$ cat config.mk
export PLATFORM = sky130hd
export DESIGN_NAME = sdrd_block_rx
export DESIGN_NICKNAME = d
export VERILOG_FILES = /design/src/rtl/sdrd_pkg.sv /design/src/rtl/sdrd_crc16.sv /design/src/rtl/sdrd_outbuf.sv /design/src/rtl/sdrd_seq.sv /design/src/rtl/sdrd_block_rx.sv
export SDC_FILE = /design/constraint.sdc
export NUM_CORES = 1
export LEC_CHECK = 0
export CAP_MARGIN = 20
export CORE_ASPECT_RATIO = 0.5
export CORE_MARGIN = 2
export CORE_UTILIZATION = 40
export DETAILED_ROUTE_END_ITERATION = 8
export GPL_TIMING_DRIVEN = 1
export PLACE_DENSITY_LB_ADDON = 0.15
export SLEW_MARGIN = 10
export SYNTH_ARGS = -nofsm -noshare
export SYNTH_HDL_FRONTEND = slang
export SYNTH_HIERARCHICAL = 1
export SYNTH_SLANG_ARGS = --single-unit
$ cat constraint.sdc
create_clock -name clk -period 4.7 [get_ports clk]
set_input_delay 0.94 -clock clk [delete_from_list [all_inputs] [get_ports clk]]
set_output_delay 0.94 -clock clk [all_outputs]
set_load 0.01 [all_outputs]
$ cat src/rtl/sdrd_pkg.sv
// Package: shared types, constants and the CRC step for the SD SPI block
// read receiver. Assumes bytes arrive most significant bit first on the wire.
package sdrd_pkg;

    localparam logic [7:0]  START_MARK = 8'hFE;
    localparam logic [15:0] CRC_POLY   = 16'h1021;

    typedef enum logic [1:0] {
        RES_OK      = 2'd0,
        RES_CRC     = 2'd1,
        RES_TIMEOUT = 2'd2
    } rd_result_e;

    typedef enum logic [2:0] {
        S_IDLE,
        S_TOK_REQ,
        S_TOK_WAIT,
        S_PAY_REQ,
        S_PAY_WAIT,
        S_PAY_OUT,
        S_CRC_REQ,
        S_CRC_WAIT
    } rd_state_e;

    // Advance a CRC-16 register by one byte, high bit of the byte first.
    function automatic logic [15:0] crc16_step(input logic [15:0] cur,
                                               input logic [7:0]  din);
        logic [15:0] c;
        logic        fb;
        c = cur;
        for (int b = 7; b >= 0; b--) begin
            fb = c[15] ^ din[b];
            c  = {c[14:0], 1'b0} ^ (fb ? CRC_POLY : 16'h0000);
        end
        return c;
    endfunction

endpackage

$ cat src/rtl/sdrd_crc16.sv
// Module: running CRC-16 over the payload bytes of one block.
// Assumes clr and upd are never raised together; clr wins if they are.
module sdrd_crc16
    import sdrd_pkg::*;
(
    input  logic        clk,
    input  logic        rst_n,
    input  logic        clr,
    input  logic        upd,
    input  logic [7:0]  din,
    output logic [15:0] crc
);

    // Accumulate the CRC, cleared at the start marker of each block.
    always_ff @(posedge clk) begin
        if (!rst_n || clr) begin
            crc <= 16'h0000;
        end else if (upd) begin
            crc <= crc16_step(crc, din);
        end
    end

endmodule

$ cat src/rtl/sdrd_outbuf.sv
// Module: one-entry holding register for the payload byte stream.
// Assumes load is only raised when the register is empty.
module sdrd_outbuf (
    input  logic       clk,
    input  logic       rst_n,
    input  logic       load,
    input  logic [7:0] load_data,
    input  logic       out_ready,
    output logic       out_valid,
    output logic [7:0] out_data,
    output logic       taken
);

    assign taken = out_valid && out_ready;

    // Hold a byte until the consumer takes it.
    always_ff @(posedge clk) begin
        if (!rst_n) begin
            out_valid <= 1'b0;
            out_data  <= 8'h00;
        end else if (load) begin
            out_valid <= 1'b1;
            out_data  <= load_data;
        end else if (taken) begin
            out_valid <= 1'b0;
        end
    end


    hold_under_stall_chk: assert property (@(posedge clk) disable iff (!rst_n)
        (out_valid && !out_ready) |=> (out_valid && $stable(out_data)));

endmodule

$ cat src/rtl/sdrd_seq.sv
// Module: sequencer for the data phase. Searches for the start marker with a
// bounded budget, walks payload and check bytes, and reports the outcome.
// Assumes the SPI engine answers each request with exactly one spi_vld pulse.
module sdrd_seq
    import sdrd_pkg::*;
#(
    parameter int CNT_W = 16,
    parameter int SZ_W  = 12,
    parameter int LIM_W = 24
) (
    input  logic             clk,
    input  logic             rst_n,
    input  logic             start,
    input  logic [CNT_W-1:0] blk_count,
    input  logic [SZ_W-1:0]  blk_size,
    input  logic [LIM_W-1:0] tok_limit,
    input  logic             crc_check,
    input  logic             spi_vld,
    input  logic [7:0]       spi_data,
    input  logic             taken,
    input  logic [15:0]      crc_val,
    output logic             spi_req,
    output logic             out_load,
    output logic             crc_clr,
    output logic             crc_upd,
    output logic             busy,
    output logic             done,
    output logic [1:0]       result
);

    localparam logic [CNT_W-1:0] CNT_ONE = CNT_W'(1);
    localparam logic [SZ_W-1:0]  SZ_ONE  = SZ_W'(1);
    localparam logic [LIM_W:0]   TRY_ONE = (LIM_W+1)'(1);

    rd_state_e        state;
    logic [CNT_W-1:0] blks_left;
    logic [SZ_W-1:0]  size_q;
    logic [LIM_W-1:0] limit_q;
    logic             chk_q;
    logic [LIM_W-1:0] tries;
    logic [SZ_W-1:0]  idx;
    logic             lo_phase;
    logic [7:0]       crc_hi_q;
    logic             done_q;
    rd_result_e       res_q;

    logic             is_mark;
    logic             budget_out;
    logic             crc_bad;

    // Decode of the byte being received and of the finish conditions.
    always_comb begin
        is_mark    = (spi_data == START_MARK);
        budget_out = (({1'b0, tries} + TRY_ONE) >= {1'b0, limit_q});
        crc_bad    = chk_q && (crc_val != {crc_hi_q, spi_data});
    end

    // Strobes to the byte engine, CRC and output register.
    always_comb begin
        spi_req  = (state == S_TOK_REQ) || (state == S_PAY_REQ) || (state == S_CRC_REQ);
        crc_clr  = (state == S_TOK_WAIT) && spi_vld && is_mark;
        crc_upd  = (state == S_PAY_WAIT) && spi_vld;
        out_load = (state == S_PAY_WAIT) && spi_vld;
        busy     = (state != S_IDLE);
        done     = done_q;
        result   = res_q;
    end

    // Main state machine of the data phase.
    always_ff @(posedge clk) begin
        if (!rst_n) begin
            state     <= S_IDLE;
            blks_left <= '0;
            size_q    <= '0;
            limit_q   <= '0;
            chk_q     <= 1'b0;
            tries     <= '0;
            idx       <= '0;
            lo_phase  <= 1'b0;
            crc_hi_q  <= 8'h00;
            done_q    <= 1'b0;
            res_q     <= RES_OK;
        end else begin
            done_q <= 1'b0;
            unique case (state)
                S_IDLE: begin
                    if (start) begin
                        res_q <= RES_OK;
                        if (blk_count == '0) begin
                            done_q <= 1'b1;
                        end else begin
                            blks_left <= blk_count;
                            size_q    <= blk_size;
                            limit_q   <= tok_limit;
                            chk_q     <= crc_check;
                            tries     <= '0;
                            state     <= S_TOK_REQ;
                        end
                    end
                end
                S_TOK_REQ: state <= S_TOK_WAIT;
                S_TOK_WAIT: begin
                    if (spi_vld) begin
                        if (is_mark) begin
                            idx      <= '0;
                            lo_phase <= 1'b0;
                            state    <= (size_q == '0) ? S_CRC_REQ : S_PAY_REQ;
                        end else if (budget_out) begin
                            res_q  <= RES_TIMEOUT;
                            done_q <= 1'b1;
                            state  <= S_IDLE;
                        end else begin
                            tries <= tries + LIM_W'(1);
                            state <= S_TOK_REQ;
                        end
                    end
                end
                S_PAY_REQ: state <= S_PAY_WAIT;
                S_PAY_WAIT: begin
                    if (spi_vld) state <= S_PAY_OUT;
                end
                S_PAY_OUT: begin
                    if (taken) begin
                        if (idx == size_q - SZ_ONE) begin
                            lo_phase <= 1'b0;
                            state    <= S_CRC_REQ;
                        end else begin
                            idx   <= idx + SZ_ONE;
                            state <= S_PAY_REQ;
                        end
                    end
                end
                S_CRC_REQ: state <= S_CRC_WAIT;
                S_CRC_WAIT: begin
                    if (spi_vld) begin
                        if (!lo_phase) begin
                            crc_hi_q <= spi_data;
                            lo_phase <= 1'b1;
                            state    <= S_CRC_REQ;
                        end else if (crc_bad) begin
                            res_q  <= RES_CRC;
                            done_q <= 1'b1;
                            state  <= S_IDLE;
                        end else if (blks_left == CNT_ONE) begin
                            res_q  <= RES_OK;
                            done_q <= 1'b1;
                            state  <= S_IDLE;
                        end else begin
                            blks_left <= blks_left - CNT_ONE;
                            tries     <= '0;
                            state     <= S_TOK_REQ;
                        end
                    end
                end
                default: state <= S_IDLE;
            endcase
        end
    end


    zero_count_chk: assert property (@(posedge clk) disable iff (!rst_n)
        (!busy && start && blk_count == '0) |=> (done && result == 2'd0));


    done_pulse_chk: assert property (@(posedge clk) disable iff (!rst_n)
        done |=> !done);


    result_hold_chk: assert property (@(posedge clk) disable iff (!rst_n)
        (!busy && !start) |=> $stable(result));


    try_bound_chk: assert property (@(posedge clk) disable iff (!rst_n)
        (busy && limit_q != '0) |-> (tries < limit_q));

endmodule

$ cat src/rtl/sdrd_block_rx.sv
// Module: top of the SD SPI block read receiver. Joins the sequencer, the
// payload CRC and the output holding register.
// Assumes the SPI engine returns one byte per request after any latency.
module sdrd_block_rx #(
    parameter int CNT_W = 16,
    parameter int SZ_W  = 12,
    parameter int LIM_W = 24
) (
    input  logic             clk,
    input  logic             rst_n,
    input  logic             start,
    input  logic [CNT_W-1:0] blk_count,
    input  logic [SZ_W-1:0]  blk_size,
    input  logic [LIM_W-1:0] tok_limit,
    input  logic             crc_check,
    output logic             spi_req,
    input  logic             spi_vld,
    input  logic [7:0]       spi_data,
    output logic             out_valid,
    input  logic             out_ready,
    output logic [7:0]       out_data,
    output logic             busy,
    output logic             done,
    output logic [1:0]       result
);

    logic        out_load;
    logic        taken;
    logic        crc_clr;
    logic        crc_upd;
    logic [15:0] crc_val;
    logic        pend_q;

    sdrd_seq #(.CNT_W(CNT_W), .SZ_W(SZ_W), .LIM_W(LIM_W)) u_seq (
        .clk       (clk),
        .rst_n     (rst_n),
        .start     (start),
        .blk_count (blk_count),
        .blk_size  (blk_size),
        .tok_limit (tok_limit),
        .crc_check (crc_check),
        .spi_vld   (spi_vld),
        .spi_data  (spi_data),
        .taken     (taken),
        .crc_val   (crc_val),
        .spi_req   (spi_req),
        .out_load  (out_load),
        .crc_clr   (crc_clr),
        .crc_upd   (crc_upd),
        .busy      (busy),
        .done      (done),
        .result    (result)
    );

    sdrd_crc16 u_crc (
        .clk   (clk),
        .rst_n (rst_n),
        .clr   (crc_clr),
        .upd   (crc_upd),
        .din   (spi_data),
        .crc   (crc_val)
    );

    sdrd_outbuf u_out (
        .clk       (clk),
        .rst_n     (rst_n),
        .load      (out_load),
        .load_data (spi_data),
        .out_ready (out_ready),
        .out_valid (out_valid),
        .out_data  (out_data),
        .taken     (taken)
    );

    // Track a request that has not yet been answered by the SPI engine.
    always_ff @(posedge clk) begin
        if (!rst_n) begin
            pend_q <= 1'b0;
        end else if (spi_req) begin
            pend_q <= 1'b1;
        end else if (spi_vld) begin
            pend_q <= 1'b0;
        end
    end


    single_request_chk: assert property (@(posedge clk) disable iff (!rst_n)
        spi_req |-> !pend_q);


    no_req_while_full_chk: assert property (@(posedge clk) disable iff (!rst_n)
        spi_req |-> !out_valid);

endmodule

==> results of run 1 <==
-- routing by layer --
| metal | vias to the layer above | routed length (microns) | track usage (%) |
|---|---|---|---|
| li1 | 3377 | - | - |
| met1 | 3186 | 9550 | 27.2 |
| met2 | 102 | 8870 | 33.2 |
| met3 | 17 | 724 | 4.33 |
| met4 | 0 | 179 | 5.28 |
| met5 | - | 0 | 0 |
-- logic make-up after synthesis --
family	after synthesis	synth area share, %
AOI/OAI and AO/OA	221	19.6
xor gates and xnor gates	72	11.2
adders and majority gates	30	4.96
buffers and inverters	87	4.68
DFF	129	34.2
muxes	24	3.19
and+or+nand+nor	342	22.2
-- power by group --
part | internal [mW] | switching [mW] | leakage, nW | total (mW)
clock | 0.777 | 0.518 | 0.268 | 1.29
combinational | 0.325 | 0.430 | 2.12 | 0.755
sequential | 1.17 | 0.0878 | 1.05 | 1.26
total | 2.27 | 1.04 | 3.44 | 3.31
-- worst max path at each step --
stage	start	to	slack, ns	depth (start not counted)
after floorplan	u_seq/tries[9]	u_seq/tries[15]	0.86	15
after global placement	u_seq/tries[9]	u_seq/tries[0]	0.73	14
after detailed placement	u_seq/tries[2]	u_seq/tries[0]	0.63	14
after CTS	u_seq/tries[2]	u_seq/tries[0]	0.62	14
after global routing	u_seq/tries[9]	u_seq/tries[0]	0.24	15
final	u_seq/tries[2]	u_seq/tries[0]	0.61	14
-- synth_stat cells, drive strengths merged (3+ instances only) --
master / instances
dfxtp: 129
nand2: 119
a21oi: 85
nor2: 73
xnor2: 47
inv: 38
clkbuf: 34
o21ai: 31
ha: 30
nand3: 25
mux2i: 23
a22o: 20
nand4: 16
buf: 14
nor2b: 14
xor2: 13
nor3: 12
nor4: 11
or2: 11
or3: 11
a211oi: 10
and3: 10
a31oi: 9
a21o: 8
and2: 8
o221a: 8
o211ai: 7
xor3: 7
a2111o: 6
nand3b: 6
or4: 6
nand2b: 5
o2111ai: 5
xnor3: 5
a22oi: 4
and4: 4
nor3b: 4
a311oi: 3
a41oi: 3
nor4b: 3
-- critical path, stage by stage, from the launching register on --
cell and delay, ns:
dfxtp_1 0.42, and4_1 0.25, and2_1 0.20, and4_1 0.27, nand4_1 0.16, and2_1 0.21, or2_2 0.29, ha_1 0.30
nand4_1 0.11, nor4_1 0.08, a21o_1 0.16, a2111o_1 0.42, a211o_1 0.32, a21o_1 0.42, mux2_2 0.38
-- flip-flops by register name (all words and copies together), names as in the netlist --
name,count
u_seq/limit_q,24
u_seq/size_q,12
u_seq/crc_hi_q,8
u_seq/state,3
u_seq/blks_left,16
u_seq/chk_q,1
u_seq/idx,12
u_seq/result,2
u_seq/lo_phase,1
u_out/out_valid,1
u_out/out_data,8
u_seq/done,1
u_seq/tries,24
u_crc/crc,16
-- layout make-up --
type                    count  area (sq um)  area share [%]
clock buffers              18           429            4.69
multi-input cells         689          4630            50.7
flip-flops and latches    129          2580            28.3
inverters                  39           146            1.60
repair buffers             92           888            9.72
well taps                 259           324            3.55
clock inverters            14           140            1.53
==> run_results.csv, run 1 <==
group,metric,value,unit
timing,hold_violations,0,
timing,relSlewSlack,39.4,%
clock_tree,clock_path_buffers,2,
layout,final_common_cell,"dfxtp_1",
placed_design,place_ws,0.625,ns
route,wire_per_inst,15.6,microns
die,ios,80,
layout,fin_area,0.00914,sq mm
logic_synthesis,avgSynthCellArea,8.35,sq um
timing,period_needed,4.09,ns
clock_tree,clkLatencyLatePin,0.42,ns
pwr,ir_drop,260,uV
timing,fin_crit_sh,87.1,%
logic_synthesis,synth_nets,1001,
timing,rsz0062_at_grt,"no",
die,die_h,101,microns
logic_synthesis,synth_seq_area_share,34.2,%
logic_synthesis,ys_warn_count,6,
pwr,power,3.31,mW
layout,synthToLayoutAreaGrowth,20.9,%
global_route,grt_overflow,0,
logic_synthesis,synth.largest_area_cell,"dfxtp_1",
global_route,grt_antenna_before_repair,0,
min_path,hold_class,"register to register",
min_path,worstHoldStart,"u_seq/limit_q[23]",
timing,tightest_slew,0.909,ns
min_path,hold_end,"u_seq/limit_q[23]",
timing,clock_skew,0.0128,ns
logic_synthesis,synthCells,905,
logic_synthesis,synth_edf_count,0,
placed_design,dpl_cell_area,0.00857,sq mm
logic_synthesis,synth_area,0.00756,sq mm
status,status,"complete, no violations",
clock_tree,ctsResizeCount,0,
route,num_vias,6682,
global_route,grt_use_total,20.2,%
run,max_cap_viol_count,0,
logic_synthesis,synth_area_leaders,"dfxtp_1 (34%), nand2_1 (5.9%), a21oi_1 (5.6%)",
logic_synthesis,ys.flop_type,"dfxtp_1",
critical_path,cp.required,5.01,ns
clock_tree,clkSinkCount,129,
logic_synthesis,synth.distinct_cells,73,
pwr,leakagePower,3.44,nW
logic_synthesis,ys_ff_latch,129,
layout,mostFrequentLayoutCells,"dfxtp_1 (129), nand2_1 (119), a21oi_1 (85), clkdlybuf4s50_1 (79), nor2_1 (73)",
die,core,0.0185,sq mm
clock_tree,cts_tree,"done",
critical_path,criticalPathCategory,"register to register",
route,first_pass_iters,5,
critical_path,arrival,4.41,ns
placed_design,placed_cells,1208,
layout,n_antenna_cell,0,
layout,fillCellCount,1804,
clock_tree,htreeDepth,4,
die,dieArea,0.0201,sq mm
route,ant_nets,0,
critical_path,reg2reg_slack,0.61,ns
route,route.detailed.drc,0,
critical_path,reg2reg_from,"u_seq/tries[2]",
global_route,grt_pass1_wl,32400,microns
timing,setup_violations,0,
timing,setup_ws,0.606,ns
layout,finalNonFillerCells,1240,
critical_path,critPathMaxFanout,21,
global_route,grt_pass1_vias,6406,
placed_design,dpl.hpwl,13800,microns
clock_tree,cts.reportedPaths.clkPinSlew,0.06,ns
global_route,grt_max_degree,38,
layout,final_nets,1064,
pwr,power-per-cell-area,362,mW/mm^2
timing,timing.hold.ws,0.454,ns
logic_synthesis,yosysTopAreaCellShare,34.2,%
timing,drv_slew,0,
placed_design,port-buffer-count,79,
route,vias_per_cell,5.39,
timing,fmax,244,MHz
critical_path,cp-end-kind,"register",
clock_tree,hold_buffers,0,
route,drtIter0Drc,376,
critical_path,setup.worst_path.start_class,"register",
logic_synthesis,synthArstFlopShare,0,%
timing,tns,0,ns
layout,fin_util,49.5,%
clock_tree,cts_buffers,17,
die,rows,35,
clock_tree,ctsRootBufferMaster,"clkbuf_16",
clock_tree,cts_setup_buffers,0,
critical_path,reg2reg_to,"u_seq/tries[0]",
layout,drive_gt1_share,7.85,%
critical_path,rr_worst_depth,14,
placed_design,gp_congestion,0.832,
die,start_util,40.9,%
die,dieWidth,198,microns
min_path,whs_path_depth,2,
route,routed_wl,19300,microns
Power figures use the tool's default switching activity.
==> run 2, diff against run 1 <==
--- a/config.mk
+++ b/config.mk
@@ -6,11 +6,14 @@
 export NUM_CORES = 1
 export LEC_CHECK = 0
 export CAP_MARGIN = 20
+export CELL_PAD_IN_SITES_DETAIL_PLACEMENT = 1
+export CELL_PAD_IN_SITES_GLOBAL_PLACEMENT = 2
 export CORE_ASPECT_RATIO = 0.5
 export CORE_MARGIN = 2
-export CORE_UTILIZATION = 40
+export CORE_UTILIZATION = 35
 export DETAILED_ROUTE_END_ITERATION = 8
 export GPL_TIMING_DRIVEN = 1
+export HOLD_SLACK_MARGIN = 0.12
 export PLACE_DENSITY_LB_ADDON = 0.15
 export SLEW_MARGIN = 10
 export SYNTH_ARGS = -nofsm -noshare
==> run 2 against run 1 <==
Die area is 14% higher. Global-route usage up 0.43 points. Design area grew 1.9%. Clock-buffer cell count up 1. Worst hold slack better by 0.0021 ns. Critical path type unchanged.
==> run_results.csv, run 2 (synthesis gave the netlist of run 1 again) <==
group,metric,value,unit
status,status,"complete, no violations",
global_route,grt_pass1_wl,36800,microns
clock_tree,clock_path_buffers,2,
pwr,power-per-cell-area,381,mW/mm^2
placed_design,dpl_cell_area,0.00865,sq mm
timing,fmax,235,MHz
placed_design,dpl.hpwl,16100,microns
placed_design,port-buffer-count,79,
layout,fillCellCount,2449,
layout,drive_gt1_share,8.42,%
route,route.detailed.drc,0,
clock_tree,cts_buffers,17,
die,start_util,36.2,%
clock_tree,cts_setup_buffers,0,
global_route,grt_pass1_vias,7089,
clock_tree,hold_buffers,0,
route,routed_wl,22500,microns
route,first_pass_iters,4,
critical_path,setup.worst_path.start_class,"register",
critical_path,crit_chain,"and4_1, and2_1, and4_1, nand4_1, and2_1, or2_2, ha_1, nand4_1, nor4_1, a21o_1, a2111o_1, a2111oi_1, and2_1, buf_4, mux2_2",
timing,relSlewSlack,35.7,%
die,rows,37,
critical_path,cp.required,5.08,ns
clock_tree,htreeDepth,4,
clock_tree,clkLatencyLatePin,0.44,ns
clock_tree,cts.reportedPaths.clkPinSlew,0.06,ns
layout,mostFrequentLayoutCells,"dfxtp_1 (129), nand2_1 (119), a21oi_1 (85), clkdlybuf4s50_1 (79), nor2_1 (73)",
global_route,grt_antenna_before_repair,0,
layout,final_common_cell,"dfxtp_1",
clock_tree,clkSinkCount,129,
route,drtIter0Drc,225,
pwr,leakagePower,3.51,nW
die,die_h,108,microns
clock_tree,cts_tree,"done",
timing,setup_violations,0,
timing,tightest_slew,0.964,ns
timing,tns,0,ns
route,vias_per_cell,5.36,
layout,n_antenna_cell,0,
clock_tree,ctsResizeCount,0,
die,core,0.0209,sq mm
critical_path,criticalPathCategory,"register to register",
die,dieWidth,212,microns
critical_path,cp_slowest_stage_delay,0.53,ns
die,ios,80,
global_route,grt_max_degree,38,
global_route,grt_overflow,0,
critical_path,worstPathBufferInverterCount,1,
timing,clock_skew,0.0149,ns
clock_tree,ctsRootBufferMaster,"clkbuf_16",
global_route,grt_use_total,20.6,%
timing,fin_crit_sh,90.4,%
die,dieArea,0.0229,sq mm
critical_path,cp_common_cell,"and2_1",
timing,hold_violations,0,
layout,final_nets,1069,
layout,reg_top3,"u_seq/limit_q (24), u_seq/tries (24)",
placed_design,gp_congestion,0.835,
timing,drv_slew,0,
pwr,ir_drop,210,uV
route,num_vias,6853,
critical_path,cp-end-kind,"register",
critical_path,arrival,4.62,ns
min_path,hold_class,"register to register",
route,ant_nets,0,
layout,synthToLayoutAreaGrowth,23.2,%
route,wire_per_inst,17.6,microns
critical_path,crit_slowest_cell,"a2111oi_1",
critical_path,critPathMaxFanout,21,
timing,rsz0062_at_grt,"no",
timing,period_needed,4.25,ns
run,max_cap_viol_count,0,
layout,fin_area,0.00931,sq mm
critical_path,crit_family,"simple AND/OR/NAND/NOR gates",
==> run 2: changes by cell type in the layout (fill, tap and decap cells not counted) <==
cell and delta:
buf_4 +5, clkinvlp_4 -1, clkinv_2 -3, clkbuf_1 -1, bufinv_16 +3, clkbuf_8 +2
==> run 2: layer usage <==
metal / wire length (microns) / GRT usage, %
met5: 0 / 0
met3: 656 / 4.36
met1: 11000 / 26.5
met4: 210 / 6.69
met2: 10700 / 34.8
==> run 2: final cells by class <==
class	instances	area (sq um)	share of cell area, %
clock buffers	19	453	4.86
inverters	39	146	1.57
clock inverters	13	208	2.23
well taps	292	365	3.92
repair buffers	97	926	9.94
flip-flops and latches	129	2580	27.7
multi-input cells	689	4630	49.7
==> run 2: power by group <==
group	leakage, nW	internal (mW)	switching (mW)
clock	0.312	0.969	0.538
sequential	1.05	1.17	0.0894
combinational	2.15	0.328	0.453
total	3.51	2.47	1.08
==> run 2: worst min-delay path, delay by kind of cell (launching register included) <==
family / cells / cell delay (ns)
simple gates: 1 / 0.05
flops: 1 / 0.31
compound gates: 1 / 0.05
==> run 2: path summary, 6_finish.rpt <==
| kind | startpoint | to | slack [ns] | depth (start not counted) |
|---|---|---|---|---|
| worst max-delay path | u_seq/tries[2] | u_seq/tries[0] | 0.45 | 15 |
| worst min-delay path | u_seq/limit_q[6] | u_seq/limit_q[6] | 0.46 | 2 |
| worst max register to register | u_seq/tries[2] | u_seq/tries[0] | 0.45 | 15 |
| worst min register to register | u_seq/limit_q[6] | u_seq/limit_q[6] | 0.46 | 2 |
==> run 2: per-stage QoR <==
step	cells	worst slack, ns	total power [mW]	hold slack [ns]	utilization (%)
after CTS	1278	0.430	3.59	0.459	44.6
after global routing	1278	0.0212	3.74	0.473	44.6
after detailed placement	1246	0.470	2.07	0.450	41.4
final	1278	0.452	3.55	0.456	44.6
after global placement	1246	0.625	2.05	0.446	41.4
after floorplan	905	0.859	1.80	0.436	-
